<file path="src/rtl/slk_pkg.sv">
package slk_pkg;
  typedef enum logic [1:0] {
    ST_IDLE   = 2'd0,
    ST_LOAD   = 2'd1,
    ST_CHECK  = 2'd2,
    ST_LOCKED = 2'd3
  } lock_st_t;
endpackage

</file>
<file path="src/rtl/slk_symconv.sv">
module slk_symconv (
  input  logic       clk,
  input  logic       rst,
  input  logic       four_lvl,
  input  logic       sym_vld,
  input  logic [1:0] sym_code,
  output logic       bit_vld,
  output logic       bit_val
);
  logic pend, pend_bit;

  // Sign bit = code[1]; magnitude = code[1]^code[0] gives 00,01,11,10.
  always_ff @(posedge clk) begin
    if (rst) begin
      bit_vld  <= 1'b0;
      bit_val  <= 1'b0;
      pend     <= 1'b0;
      pend_bit <= 1'b0;
    end else if (sym_vld) begin
      bit_vld  <= 1'b1;
      bit_val  <= sym_code[1];
      pend     <= four_lvl;
      pend_bit <= sym_code[1] ^ sym_code[0];
    end else if (pend) begin
      bit_vld  <= 1'b1;
      bit_val  <= pend_bit;
      pend     <= 1'b0;
    end else begin
      bit_vld  <= 1'b0;
    end
  end

  p_two_lvl_r2: assert property (@(posedge clk) disable iff (rst)
    sym_vld && !four_lvl |=> bit_vld && bit_val == $past(sym_code[1]));
  p_four_lvl_r3: assert property (@(posedge clk) disable iff (rst)
    sym_vld && four_lvl |=> bit_vld ##1 bit_vld);
endmodule

</file>
<file path="src/rtl/slk_lfsr.sv">
module slk_lfsr #(
  parameter int LEN    = 23,
  parameter int TAP_CO = 5,
  parameter int TAP_RT = 18
) (
  input  logic clk,
  input  logic rst,
  input  logic step,
  input  logic scr_mode,
  input  logic co_mode,
  input  logic din,
  output logic dout,
  output logic gen_bit
);
  logic [LEN-1:0] sr;
  logic fb, shin;

  always_comb begin
    fb      = (co_mode ? sr[TAP_CO-1] : sr[TAP_RT-1]) ^ sr[LEN-1];
    gen_bit = ~fb;
    dout    = scr_mode ? gen_bit : (din ^ fb);
    shin    = scr_mode ? gen_bit : din;
  end

  always_ff @(posedge clk) begin
    if (rst)       sr <= '0;
    else if (step) sr <= {sr[LEN-2:0], shin};
  end

  p_desc_shift_r4: assert property (@(posedge clk) disable iff (rst)
    step && !scr_mode |=> sr[0] == $past(din));
  p_hold_r4: assert property (@(posedge clk) disable iff (rst)
    !step |=> $stable(sr));
endmodule

</file>
<file path="src/rtl/slk_lock_fsm.sv">
module slk_lock_fsm
  import slk_pkg::*;
#(
  parameter int LOAD_BITS  = 23,
  parameter int CHECK_BITS = 127,
  parameter int CNT_W      = 7
) (
  input  logic clk,
  input  logic rst,
  input  logic lock_en,
  input  logic step,
  input  logic din,
  input  logic gen_bit,
  output logic scr_mode,
  output logic lock_ok
);
  localparam logic [CNT_W-1:0] LOAD_LAST = CNT_W'(LOAD_BITS - 1);
  localparam logic [CNT_W-1:0] CHK_LAST  = CNT_W'(CHECK_BITS - 1);

  lock_st_t         st;
  logic [CNT_W-1:0] cnt;
  logic             miss, miss_n;

  always_comb begin
    miss_n   = miss | (din ^ gen_bit);
    scr_mode = (st == ST_CHECK) || (st == ST_LOCKED);
    lock_ok  = step && (st == ST_CHECK) && (cnt == CHK_LAST) && !miss_n;
  end

  always_ff @(posedge clk) begin
    if (rst || !lock_en) begin
      st   <= ST_IDLE;
      cnt  <= '0;
      miss <= 1'b0;
    end else begin
      unique case (st)
        ST_IDLE: begin
          st  <= ST_LOAD;
          cnt <= '0;
        end
        ST_LOAD: if (step) begin
          if (cnt == LOAD_LAST) begin
            st   <= ST_CHECK;
            cnt  <= '0;
            miss <= 1'b0;
          end else cnt <= cnt + 1'b1;
        end
        ST_CHECK: if (step) begin
          if (cnt == CHK_LAST) begin
            st   <= miss_n ? ST_LOAD : ST_LOCKED;
            cnt  <= '0;
            miss <= 1'b0;
          end else begin
            cnt  <= cnt + 1'b1;
            miss <= miss_n;
          end
        end
        default: st <= ST_LOCKED;
      endcase
    end
  end

  p_load_bound_r6: assert property (@(posedge clk) disable iff (rst)
    st == ST_LOAD |-> cnt <= LOAD_LAST);
  p_check_bound_r7: assert property (@(posedge clk) disable iff (rst)
    st == ST_CHECK |-> cnt <= CHK_LAST);
  p_lock_entry_r8: assert property (@(posedge clk) disable iff (rst)
    $rose(st == ST_LOCKED) |-> $past(st) == ST_CHECK);
  p_drop_idle_r11: assert property (@(posedge clk) disable iff (rst)
    !lock_en |=> st == ST_IDLE);
endmodule

</file>
<file path="src/rtl/selflock_scrambler.sv">
module selflock_scrambler #(
  parameter int LEN        = 23,
  parameter int TAP_CO     = 5,
  parameter int TAP_RT     = 18,
  parameter int LOAD_BITS  = 23,
  parameter int CHECK_BITS = 127,
  parameter int CNT_W      = 7
) (
  input  logic       clk,
  input  logic       rst,
  input  logic       lock_en,
  input  logic       co_mode,
  input  logic       four_lvl,
  input  logic       sym_vld,
  input  logic [1:0] sym_code,
  input  logic       irq_en,
  input  logic       irq_clr,
  output logic       bit_vld,
  output logic       bit_out,
  output logic       lock_flag,
  output logic       irq
);
  logic c_vld, c_bit, scr_mode, dout, gen_bit, lock_ok;

  slk_symconv u_conv (
    .clk(clk), .rst(rst), .four_lvl(four_lvl), .sym_vld(sym_vld),
    .sym_code(sym_code), .bit_vld(c_vld), .bit_val(c_bit)
  );

  slk_lfsr #(.LEN(LEN), .TAP_CO(TAP_CO), .TAP_RT(TAP_RT)) u_lfsr (
    .clk(clk), .rst(rst), .step(c_vld), .scr_mode(scr_mode),
    .co_mode(co_mode), .din(c_bit), .dout(dout), .gen_bit(gen_bit)
  );

  slk_lock_fsm #(.LOAD_BITS(LOAD_BITS), .CHECK_BITS(CHECK_BITS),
                 .CNT_W(CNT_W)) u_fsm (
    .clk(clk), .rst(rst), .lock_en(lock_en), .step(c_vld), .din(c_bit),
    .gen_bit(gen_bit), .scr_mode(scr_mode), .lock_ok(lock_ok)
  );

  always_ff @(posedge clk) begin
    if (rst) begin
      bit_vld   <= 1'b0;
      bit_out   <= 1'b0;
      lock_flag <= 1'b0;
    end else begin
      bit_vld <= c_vld;
      bit_out <= dout;
      if (lock_ok)      lock_flag <= 1'b1;
      else if (irq_clr) lock_flag <= 1'b0;
    end
  end

  assign irq = lock_flag & irq_en;

  p_flag_sticky_r10: assert property (@(posedge clk) disable iff (rst)
    lock_flag && !irq_clr |=> lock_flag);
  p_flag_needs_lock_r9: assert property (@(posedge clk) disable iff (rst)
    !lock_en |=> !$rose(lock_flag));
endmodule

</file>
<file path="config.mk">
export PLATFORM = sky130hd
export DESIGN_NAME = selflock_scrambler
export DESIGN_NICKNAME = d
export VERILOG_FILES = /design/src/rtl/slk_pkg.sv /design/src/rtl/slk_symconv.sv /design/src/rtl/slk_lfsr.sv /design/src/rtl/slk_lock_fsm.sv /design/src/rtl/selflock_scrambler.sv
export SDC_FILE = /design/constraint.sdc
export NUM_CORES = 1
export LEC_CHECK = 0
export BUFFER_PORTS_ARGS = -buffer_cell sky130_fd_sc_hd__buf_2
export CAP_MARGIN = 30
export CORE_ASPECT_RATIO = 1.75
export CORE_UTILIZATION = 50
export CTS_CLUSTER_SIZE = 14
export DETAILED_ROUTE_END_ITERATION = 12
export PLACE_DENSITY = 0.7
export SLEW_MARGIN = 20
export SYNTH_ARGS = -nofsm -noshare
export SYNTH_HDL_FRONTEND = slang
export SYNTH_SLANG_ARGS = --single-unit
</file>
<file path="constraint.sdc">
create_clock -name clk -period 1.5 [get_ports clk]
set_input_delay 0.225 -clock clk [delete_from_list [all_inputs] [get_ports clk]]
set_output_delay 0.225 -clock clk [all_outputs]
set_load 0.01 [all_outputs]
</file>
# Word-level counts from Yosys, hierarchy flattened
# Cells that the tools add are included.
dict set report word_totals {
  regBits 40
  in_bits 10
  out_inout_bits 4
  word_cells 70
}
dict set report classes {
  add_sub_neg 1
  n_eq_ne 9
  n_mux 25
  bitwise_logic 8
  n_reduce_logical 16
}
# operator count
set ops {}
lappend ops {{$mux W7} 4}
lappend ops {{$pmux W7 S3} 1}
lappend ops {{$mux W1} 13}
lappend ops {{$mux W2} 5}
lappend ops {{$reduce_and A4 Y1} 2}
lappend ops {{$add A7 B1 Y7 const B} 1}
lappend ops {{$eq A7 B5 Y1 const B} 1}
lappend ops {{$eq A7 B7 Y1 const B} 1}
lappend ops {{$ne A2 B2 Y1 const B} 3}
lappend ops {{$pmux W2 S3} 1}
lappend ops {{$reduce_bool A2 Y1} 3}
lappend ops {{$eq A2 B2 Y1 const B} 2}
lappend ops {{$xor A1 B1 Y1} 4}
lappend ops {{$logic_and A1 B1 Y1} 3}
lappend ops {{$reduce_and A3 Y1} 1}
lappend ops {{$reduce_bool A3 Y1} 1}
lappend ops {{$eq A2 B1 Y1 const B} 1}
lappend ops {{$logic_not A1 Y1} 2}
lappend ops {{$logic_not A2 Y1} 1}
lappend ops {{$logic_or A1 B1 Y1} 2}
lappend ops {{$ne A2 B1 Y1 const B} 1}
lappend ops {{$not A1 Y1} 2}
lappend ops {{$pmux W1 S2} 1}
lappend ops {{$reduce_or A2 Y1} 1}
lappend ops {{2 further kinds} 2}

# Logic depth before layout (Yosys ltp)
# Gate-level depths: netlist (run 1).
dict set report logic_depth {
  ltp_word 9
  ltp_mapped 6
  depth_no_buf 6
}

# By module
# Synthesis (run 1) repeated with hierarchy kept, for this count alone.
dict set report hier_totals {
  cells_unflattened 191
  area_unflattened_um2 1805.5
}
# module instances cells_per_inst area_per_inst_um2 seq_area_each_um2
set modules_own_cells {}
lappend modules_own_cells {slk_lfsr 1 83 869.6 460.4}
lappend modules_own_cells {slk_lock_fsm 1 85 680.7 200.2}
lappend modules_own_cells {slk_symconv 1 14 150.1 80.1}
lappend modules_own_cells {selflock_scrambler 1 9 105.1 60.1}

# Worst setup path after synthesis (run 1)
# No wires, ideal clock.
dict set report synth_path {
  path_kind {reg-to-reg}
  startpoint {reg u_fsm.st[0]}
  endpoint {reg u_fsm.cnt[1]}
  setup_time_ns 0.071
  t_arrival_ns 1.574
  required_ns 1.429
  slack_ns -0.145
  path_stages_with_launch 7
  path_cell_list {dfxtp_1 -> inv_1 -> ha_1 -> o21bai_1 -> nand2b_1 -> a2111o_1 -> a21oi_1}
}
dict set report synth_between {
  elab_chain_len 3
  elab_cells_between_ends 8
  classes_between {eq/ne: 4; mux: 1; reduce/logical: 3}
}
# item line_no
set synth_lines {}
lappend synth_lines {{start, declared} slk_lock_fsm.sv:20} ;# lock_st_t st;
lappend synth_lines {{start signal, assigned} slk_lock_fsm.sv:50} ;# st <= miss_n ? ST_LOAD : ST_LOCKED;
lappend synth_lines {{$eq A2 B2 Y1 (tied with other cells)} slk_lock_fsm.sv:36} ;# unique case (st)
lappend synth_lines {{$ne A2 B2 Y1 (no line) or $reduce_bool A3 Y1 (tied branches)} n/a}
lappend synth_lines {{$reduce_and A3 Y1 (no line)} n/a}
lappend synth_lines {{end signal, assigned} slk_lock_fsm.sv:46} ;# end else cnt <= cnt + 1'b1;
lappend synth_lines {{end signal, assigned} slk_lock_fsm.sv:54} ;# cnt <= cnt + 1'b1;
lappend synth_lines {{end, declared} slk_lock_fsm.sv:21} ;# logic [CNT_W-1:0] cnt;
# Parallel ways exist; a longest one is shown, timed or not.
# A chain may end at the register's enable or synchronous reset.

# Final worst setup path (run 1)
dict set report layout_path {
  startpoint {reg u_fsm.cnt[0]}
  endpoint {reg u_fsm.st[0]}
}
dict set report layout_between {
  elab_chain_len 3
  elab_cells_between_ends 5
  classes_between {eq/ne: 4; reduce/logical: 1}
}
# item line_no
set layout_lines {}
lappend layout_lines {{$eq A7 B7 Y1 or $eq A7 B5 Y1 (tied branches)} {slk_lock_fsm.sv:49, slk_lock_fsm.sv:42}}
lappend layout_lines {{$ne A2 B2 Y1 (no line) or $ne A2 B1 Y1 (tied branches)} n/a}
lappend layout_lines {{$reduce_and A4 Y1 (no line) *} n/a}
# Mark *: on every way between the ends. The rest lies on a longest branch, timed or not.

==> flow_metrics.env, run 1 <==
export IMPL_pin_count=14
export IMPL_post_route_period_util_pct=101
export IMPL_final_max_slew_viol_count=0
export IMPL_synthTopCellsByArea="dfxtp_1 (44%), mux2i_1 (13%), nor2_1 (6.7%)"
export IMPL_final_cell_mix="dfxtp_1 (34), nor2_1 (31), mux2i_1 (24)"
export IMPL_setup_viol=1
export IMPL_yosys_area_top_type_share_pct=44.4
export IMPL_grt_setup_unrepaired="yes"
export IMPL_grt_pass1_wl_um=6040
export IMPL_antenna_cells=0
export IMPL_wl_per_cell_um=15.0
export IMPL_numCtsBuffers=5
export IMPL_gp_congestion=0.862
export IMPL_fp_coreArea_um2=3400
export IMPL_netlist_instances=178
export IMPL_antenna_found_initial=0
export IMPL_post_place_ws_ns=-0.196
export IMPL_end_kind="register"
export IMPL_yosysSeqAreaShare_pct=44.4
export IMPL_mappedNetlistArea_um2=1800
export IMPL_tightestPinTransition_ns=0.366
export IMPL_areaGrowthSynthToFinish_pct=32.8
export IMPL_powerDensity_nw_per_um2=980
export IMPL_outcome="complete, but fails checks"
export IMPL_regArea_um2=813
export IMPL_fmax_mhz=663
export IMPL_crit_type="register to register"
export IMPL_final_common_cell="dfxtp_1"
export IMPL_vias=1409
export IMPL_cp_slowest_cell="dfxtp_2"
export IMPL_peakVddDrop_v=0.000868
export IMPL_path_delay_family="compound AO/OA/AOI/OAI gates"
export IMPL_cp_start_kind="register"
export IMPL_grt_overflow=0
export IMPL_detail_route_antenna_nets=0
export IMPL_fin_skew_ns=0.0127
export IMPL_fp_row_count=28
export IMPL_syn_area_per_cell_um2=10.1
export IMPL_violations="setup timing"
export IMPL_grt_max_degree=31
export IMPL_critPathBufInv=2
export IMPL_final_layout_size_suffix_gt1_share_pct=37.5
export IMPL_yosysUniqueCellTypes=38
export IMPL_clock_latency_ns=0.29
export IMPL_initial_utilization_pct=53.1
export IMPL_nFillCells=276
export IMPL_dieArea_um2=3860
export IMPL_synth_seq_cells=40
export IMPL_die_h_um=81.4
export IMPL_die_x_um=47.4
export IMPL_max_cap_violations=0
export IMPL_route_detailed_drc=0
export IMPL_vias_per_cell=5.40
export IMPL_drt_initial_drc_count=17
export IMPL_clock_sinks=40
export IMPL_synth_area_leader_cell="dfxtp_1"
export IMPL_cts_tree="yes"
export IMPL_crit_arrival_ns=1.70
export IMPL_cp_max_fo=4
export IMPL_syn_nets=195
export IMPL_layout_nets=232
export IMPL_clockBufferDepth=2
export IMPL_crit_chain="inv_2, ha_4, nand3_4, buf_6, o41ai_4, a31oi_1, a211oi_1"
export IMPL_power_leakage_nw=0.884
export IMPL_yosysWarnings=0
export IMPL_multi_input_area_um2=1150
export IMPL_hold_viol=0
export IMPL_ctsHtreeMaxLevel=2
export IMPL_whs_ns=0.183
export IMPL_track_usage_pct=22.5
export IMPL_grt_pass1_vias=1417
export IMPL_clkTransAtPathRegs_ns=0.08
export IMPL_routed_wl_um=3920
export IMPL_io_buffers=13
export IMPL_cpPeakStageDelay_ns=0.33
export IMPL_drt_pass1_iter_count=4
export IMPL_setup_ws_ns=-0.00760
export IMPL_clockRootBuffer="clkbuf_8"
export IMPL_postCtsHoldBufs=0
export IMPL_fin_crit_ns=1.51
export IMPL_required_ns=1.69
export IMPL_slew_headroom_pct=75.5
export IMPL_min_delay_path_class="input pin to register"
export IMPL_post_dp_hpwl_um=2560
## synth_stat cells (all sizes together)
| cell | number |
|---|---|
| dfxtp | 40 |
| nor2 | 32 |
| mux2i | 24 |
| a211oi | 8 |
| ha | 7 |
| a21oi | 5 |
| inv | 5 |
| nand2 | 5 |
| xnor2 | 5 |
| buf | 4 |
| nand2b | 4 |
| nand3 | 4 |
| a31oi | 3 |
| clkbuf | 3 |
| nor3 | 3 |
| nor4 | 3 |
| o2111ai | 3 |
| nor2b | 2 |
| o21a | 2 |
| o21ai | 2 |
| xor2 | 2 |
| a2111o | 1 |
| a41oi | 1 |
| and2 | 1 |
| and3b | 1 |
| nand4 | 1 |
| o211ai | 1 |
| o21ba | 1 |
| o21bai | 1 |
| o41a | 1 |
| o41ai | 1 |
| or3 | 1 |
| xnor3 | 1 |
## cells by family after synthesis
| family | count (synthesis) | share of synthesized area (%) |
|---|---|---|
| DFF | 40 | 44.4 |
| xor gates and xnor gates | 8 | 4.65 |
| buffers and inverters | 12 | 2.85 |
| adders and majority gates | 7 | 4.86 |
| AOI/OAI and AO/OA | 30 | 14.3 |
| muxes | 24 | 13.3 |
| and+or+nand+nor | 57 | 15.6 |
## sequential cells by signal (all words and copies together) (netlist names)
| register | flops |
|---|---|
| lock_flag | 1 |
| u_lfsr.sr | 23 |
| bit_out | 1 |
| u_conv.bit_val | 1 |
| u_conv.bit_vld | 1 |
| u_conv.pend_bit | 1 |
| u_conv.pend | 1 |
| u_fsm.cnt | 7 |
| u_fsm.miss | 1 |
| u_fsm.st | 2 |
| bit_vld | 1 |
## worst paths after layout
path / start / to / slack, ns / cells after the start
worst max-delay path: u_fsm.cnt[0] / u_fsm.st[0] / -0.008 / 7
worst max register to register: u_fsm.cnt[0] / u_fsm.st[0] / -0.008 / 7
worst min-delay path: irq_clr / lock_flag / 0.18 / 3
worst min register to register: u_fsm.miss / u_fsm.miss / 0.46 / 1
## through the flow
stage / TNS, ns / power [W] / util [%] / cell area, um2 / cells
floorplan: -0.0109 / 0.00136 / - / 1820 / 178
global placement: -0.211 / 0.00147 / 59.8 / 2030 / 246
detailed placement: -0.822 / 0.00148 / 59.8 / 2030 / 246
CTS: -0.0210 / 0.00229 / 67.2 / 2280 / 258
global route: -0.245 / 0.00244 / 70.4 / 2390 / 261
finish: -0.00760 / 0.00234 / 70.4 / 2390 / 261
## cell type report
cell class | count | area share, %
tap | 45 | 2.35
sequential | 40 | 34.0
clock buffer | 8 | 3.76
inverter | 5 | 0.993
timing repair buffer | 37 | 10.9
multi-input combinational | 126 | 48.0
## tightest hold or removal path, delay by kind of cell
family	cells	cell delay, ns
AND/OR/NAND/NOR	1	0.09
buffers and inverters	1	0.07
AO/OA/AOI/OAI	1	0.05
## metal layers
layer  up-vias  part of all wire, %  track usage, %
met4         0                  3.5            13.1
met5         -                    0               0
met3        13                  1.9            3.96
li1        701                    -               -
met2        17                   57            41.5
met1       678                   37            21.4
## timing repair
| action | CTS | global route |
|---|---|---|
| pin swaps | 12 | 12 |
| setup buffers | 4 | 3 |
| resized for setup | 25 | 20 |
| gates cloned | 0 | 0 |
| setup endpoints to repair | 11 | 12 |
## where the power goes
group          internal [W]  switching [W]
logic              0.000250       0.000258
registers           0.00109      0.0000273
clock network      0.000375       0.000348
total               0.00171       0.000634
No activity file was read; power rests on OpenSTA's default activity.
==> run 2, diff against run 1 <==
--- a/config.mk
+++ b/config.mk
@@ -5,6 +5,7 @@
 export SDC_FILE = /design/constraint.sdc
 export NUM_CORES = 1
 export LEC_CHECK = 0
+export ABC_AREA = 1
 export BUFFER_PORTS_ARGS = -buffer_cell sky130_fd_sc_hd__buf_2
 export CAP_MARGIN = 30
 export CORE_ASPECT_RATIO = 1.75
==> run 2 against run 1 <==
  * The flow now finishes without violations
  * Cell count up 23%
  * Worst setup slack better by 0.12 ns
  * Synthesized cell count increased by 42%
  * Die area grew 1.7%
  * Area after synthesis increased by 1.7%
  * Clock skew fell by 0.0078 ns
  * Maximum frequency is 8.6% higher
==> flow_metrics.env, run 2 <==
export IMPL_slew_headroom_pct=82.9
export IMPL_min_to="u_conv.pend"
export IMPL_drt_pass1_iter_count=4
export IMPL_post_place_ws_ns=-0.0224
export IMPL_fp_coreArea_um2=3430
export IMPL_ctsHtreeMaxLevel=2
export IMPL_synth_edf_count=0
export IMPL_initial_utilization_pct=53.4
export IMPL_postCtsHoldBufs=0
export IMPL_largest_registers="u_lfsr.sr x23, u_fsm.cnt x7, u_fsm.st x2"
export IMPL_track_usage_pct=21.9
export IMPL_clock_latency_ns=0.29
export IMPL_dpl_cell_area_um2=1980
export IMPL_required_ns=1.73
export IMPL_drt_initial_drc_count=24
export IMPL_critPathBufInv=2
export IMPL_synthFlopType="dfxtp_1"
export IMPL_setup_viol=0
export IMPL_final_common_cell="nor2_1"
export IMPL_synth_compound_area_share_pct=12.2
export IMPL_yosysUniqueCellTypes=23
export IMPL_largest_reg_flops=23
export IMPL_syn_nets=270
export IMPL_reg2reg_to="u_fsm.cnt[3]"
export IMPL_mappedNetlistArea_um2=1830
export IMPL_crit_arrival_ns=1.62
export IMPL_synth_seq_cells=40
export IMPL_die_x_um=47.8
export IMPL_final_cell_mix="nor2_1 (58), nand2_1 (38), dfxtp_1 (38)"
export IMPL_yosys_area_top_type_share_pct=43.7
export IMPL_design_power_total_w=0.00232
export IMPL_pin_count=14
export IMPL_power_leakage_nw=0.959
export IMPL_fp_row_count=28
export IMPL_outcome="completed"
export IMPL_hold_viol=0
export IMPL_netlist_instances=253
export IMPL_grt_pass1_wl_um=6180
export IMPL_areaGrowthSynthToFinish_pct=14.9
export IMPL_nFillCells=371
export IMPL_clkTransAtPathRegs_ns=0.08
export IMPL_fmax_mhz=720
export IMPL_clockRootBuffer="clkbuf_8"
export IMPL_tightestPinTransition_ns=0.256
export IMPL_route_detailed_drc=0
export IMPL_fin_crit_ns=1.39
export IMPL_synth_mux_area_share_pct=0
export IMPL_vias_per_cell=4.91
export IMPL_max_cap_violations=0
export IMPL_post_route_period_util_pct=92.5
export IMPL_crit_type="register to register"
export IMPL_io_buffers=13
export IMPL_grt_overflow=0
export IMPL_antenna_cells=0
export IMPL_synthXorXnorAreaFrac_pct=1.43
export IMPL_grt_max_degree=27
export IMPL_dieArea_um2=3920
export IMPL_synthTopCellsByArea="dfxtp_1 (44%), nor2_1 (12%), nand2_1 (7.8%)"
export IMPL_clockBufferDepth=2
export IMPL_cpPeakStageDelay_ns=0.35
export IMPL_detail_route_antenna_nets=0
export IMPL_path_delay_family="flip-flops"
export IMPL_rr_startpoint="u_fsm.st[1]"
export IMPL_numCtsBuffers=5
export IMPL_synth_simple_area_share_pct=29.9
export IMPL_yosysWarnings=0
export IMPL_yosysSeqAreaShare_pct=43.7
export IMPL_routed_wl_um=3600
export IMPL_min_from="four_lvl"
export IMPL_cp_start_kind="register"
export IMPL_cts_tree="yes"
export IMPL_final_max_slew_viol_count=0
export IMPL_synthAdderAreaFrac_pct=4.77
export IMPL_cp_slowest_cell="dfxtp_2"
export IMPL_crit_chain="inv_1, ha_2, o21ai_4, nand2_4, inv_6, nand2_2, xor2_1, nor2_1"
export IMPL_setup_tns_ns=0
export IMPL_hold_path_depth=3
export IMPL_async_flop_share_pct=0
export IMPL_layout_nets=292
export IMPL_syn_area_per_cell_um2=7.25
export IMPL_placed_cells=311
export IMPL_fin_cells=321
export IMPL_synth_most_common_cell="nor2_1"
export IMPL_synth_top_family_by_area="simple AND/OR/NAND/NOR gates"
export IMPL_r2r_cells=8
export IMPL_ys_top_cells_by_count="nor2_1 (58), dfxtp_1 (40), nand2_1 (38)"
export IMPL_peakVddDrop_v=0.00104
export IMPL_r2r_setup_slack_ns=0.11
export IMPL_post_dp_hpwl_um=2680
export IMPL_vias=1576
export IMPL_synth_area_leader_cell="dfxtp_1"
export IMPL_final_layout_size_suffix_gt1_share_pct=19.2
export IMPL_die_h_um=82.1
export IMPL_antenna_found_initial=0
export IMPL_stdcell_area_um2=2110
export IMPL_grt_pass1_vias=1541
export IMPL_clock_sinks=40
export IMPL_fin_skew_ns=0.00499
export IMPL_cp_max_fo=8
export IMPL_powerDensity_nw_per_um2=1100
export IMPL_gp_congestion=0.801
export IMPL_wl_per_cell_um=11.2
export IMPL_top_register="u_lfsr.sr"
export IMPL_setup_ws_ns=0.112
export IMPL_min_delay_path_class="input pin to register"
export IMPL_end_kind="register"
-- run 2: worst min-delay path, cell delays in order --
cell and delay (ns):
buf_2 0.09, nand2_1 0.06, nor2_1 0.03
-- run 2: what timing repair did --
item	4_1_cts	5_1_grt
gates resized for setup	1	6
setup buffers	0	2
endpoints found under the setup margin	5	9
pin swaps	0	2
-- run 2: where the power goes --
group          internal (W)  switching, W  total (W)
combinational      0.000158      0.000245   0.000403
clock              0.000372      0.000378   0.000750
sequential          0.00113     0.0000358    0.00116
total               0.00166      0.000659    0.00232
-- run 2: per-layer routing --
layer	wire [um]	global-route usage, %	share of wire, %
met1	1410	21.0	39
met2	2020	40.7	56
met3	85	5.00	2.4
met4	78	10.3	2.2
met5	0	0	0
-- run 2: cells by family after synthesis --
group           after synthesis
compound gates               42
xor+xnor                      3
fa+ha+maj                     7
buf+inv                      34
flops                        40
simple gates                127
-- run 2: how the worst max path moves through the flow --
stage / startpoint / endpoint / slack (ns) / cells after the start
2_1_floorplan: u_fsm.st[0] / u_fsm.cnt[6] / 0.05 / 10
3_3_place_gp: u_fsm.st[0] / u_fsm.cnt[6] / 0.03 / 10
3_5_place_dp: u_fsm.st[0] / u_fsm.cnt[6] / -0.02 / 10
4_1_cts: u_fsm.st[1] / u_fsm.cnt[3] / 0.01 / 8
5_1_grt: u_fsm.st[1] / u_fsm.cnt[6] / -0.002 / 10
6_report: u_fsm.st[1] / u_fsm.cnt[3] / 0.11 / 8
-- run 2: per-stage QoR --
stage / hold WS [ns] / util, %
finish: 0.154 / 61.4
global route: 0.173 / 61.4
global placement: 0.446 / 57.6
CTS: 0.153 / 60.5
floorplan: 0.294 / -
detailed placement: 0.463 / 57.6
-- run 2: layout make-up --
| class | instances | area, um2 | area share (%) |
|---|---|---|---|
| timing repair buffer | 21 | 125 | 5.93 |
| inverter | 28 | 124 | 5.88 |
| multi-input combinational | 179 | 900 | 42.7 |
| tap | 45 | 56.3 | 2.67 |
| clock inverter | 2 | 15.0 | 0.712 |
| clock buffer | 6 | 82.6 | 3.92 |
| sequential | 40 | 806 | 38.2 |
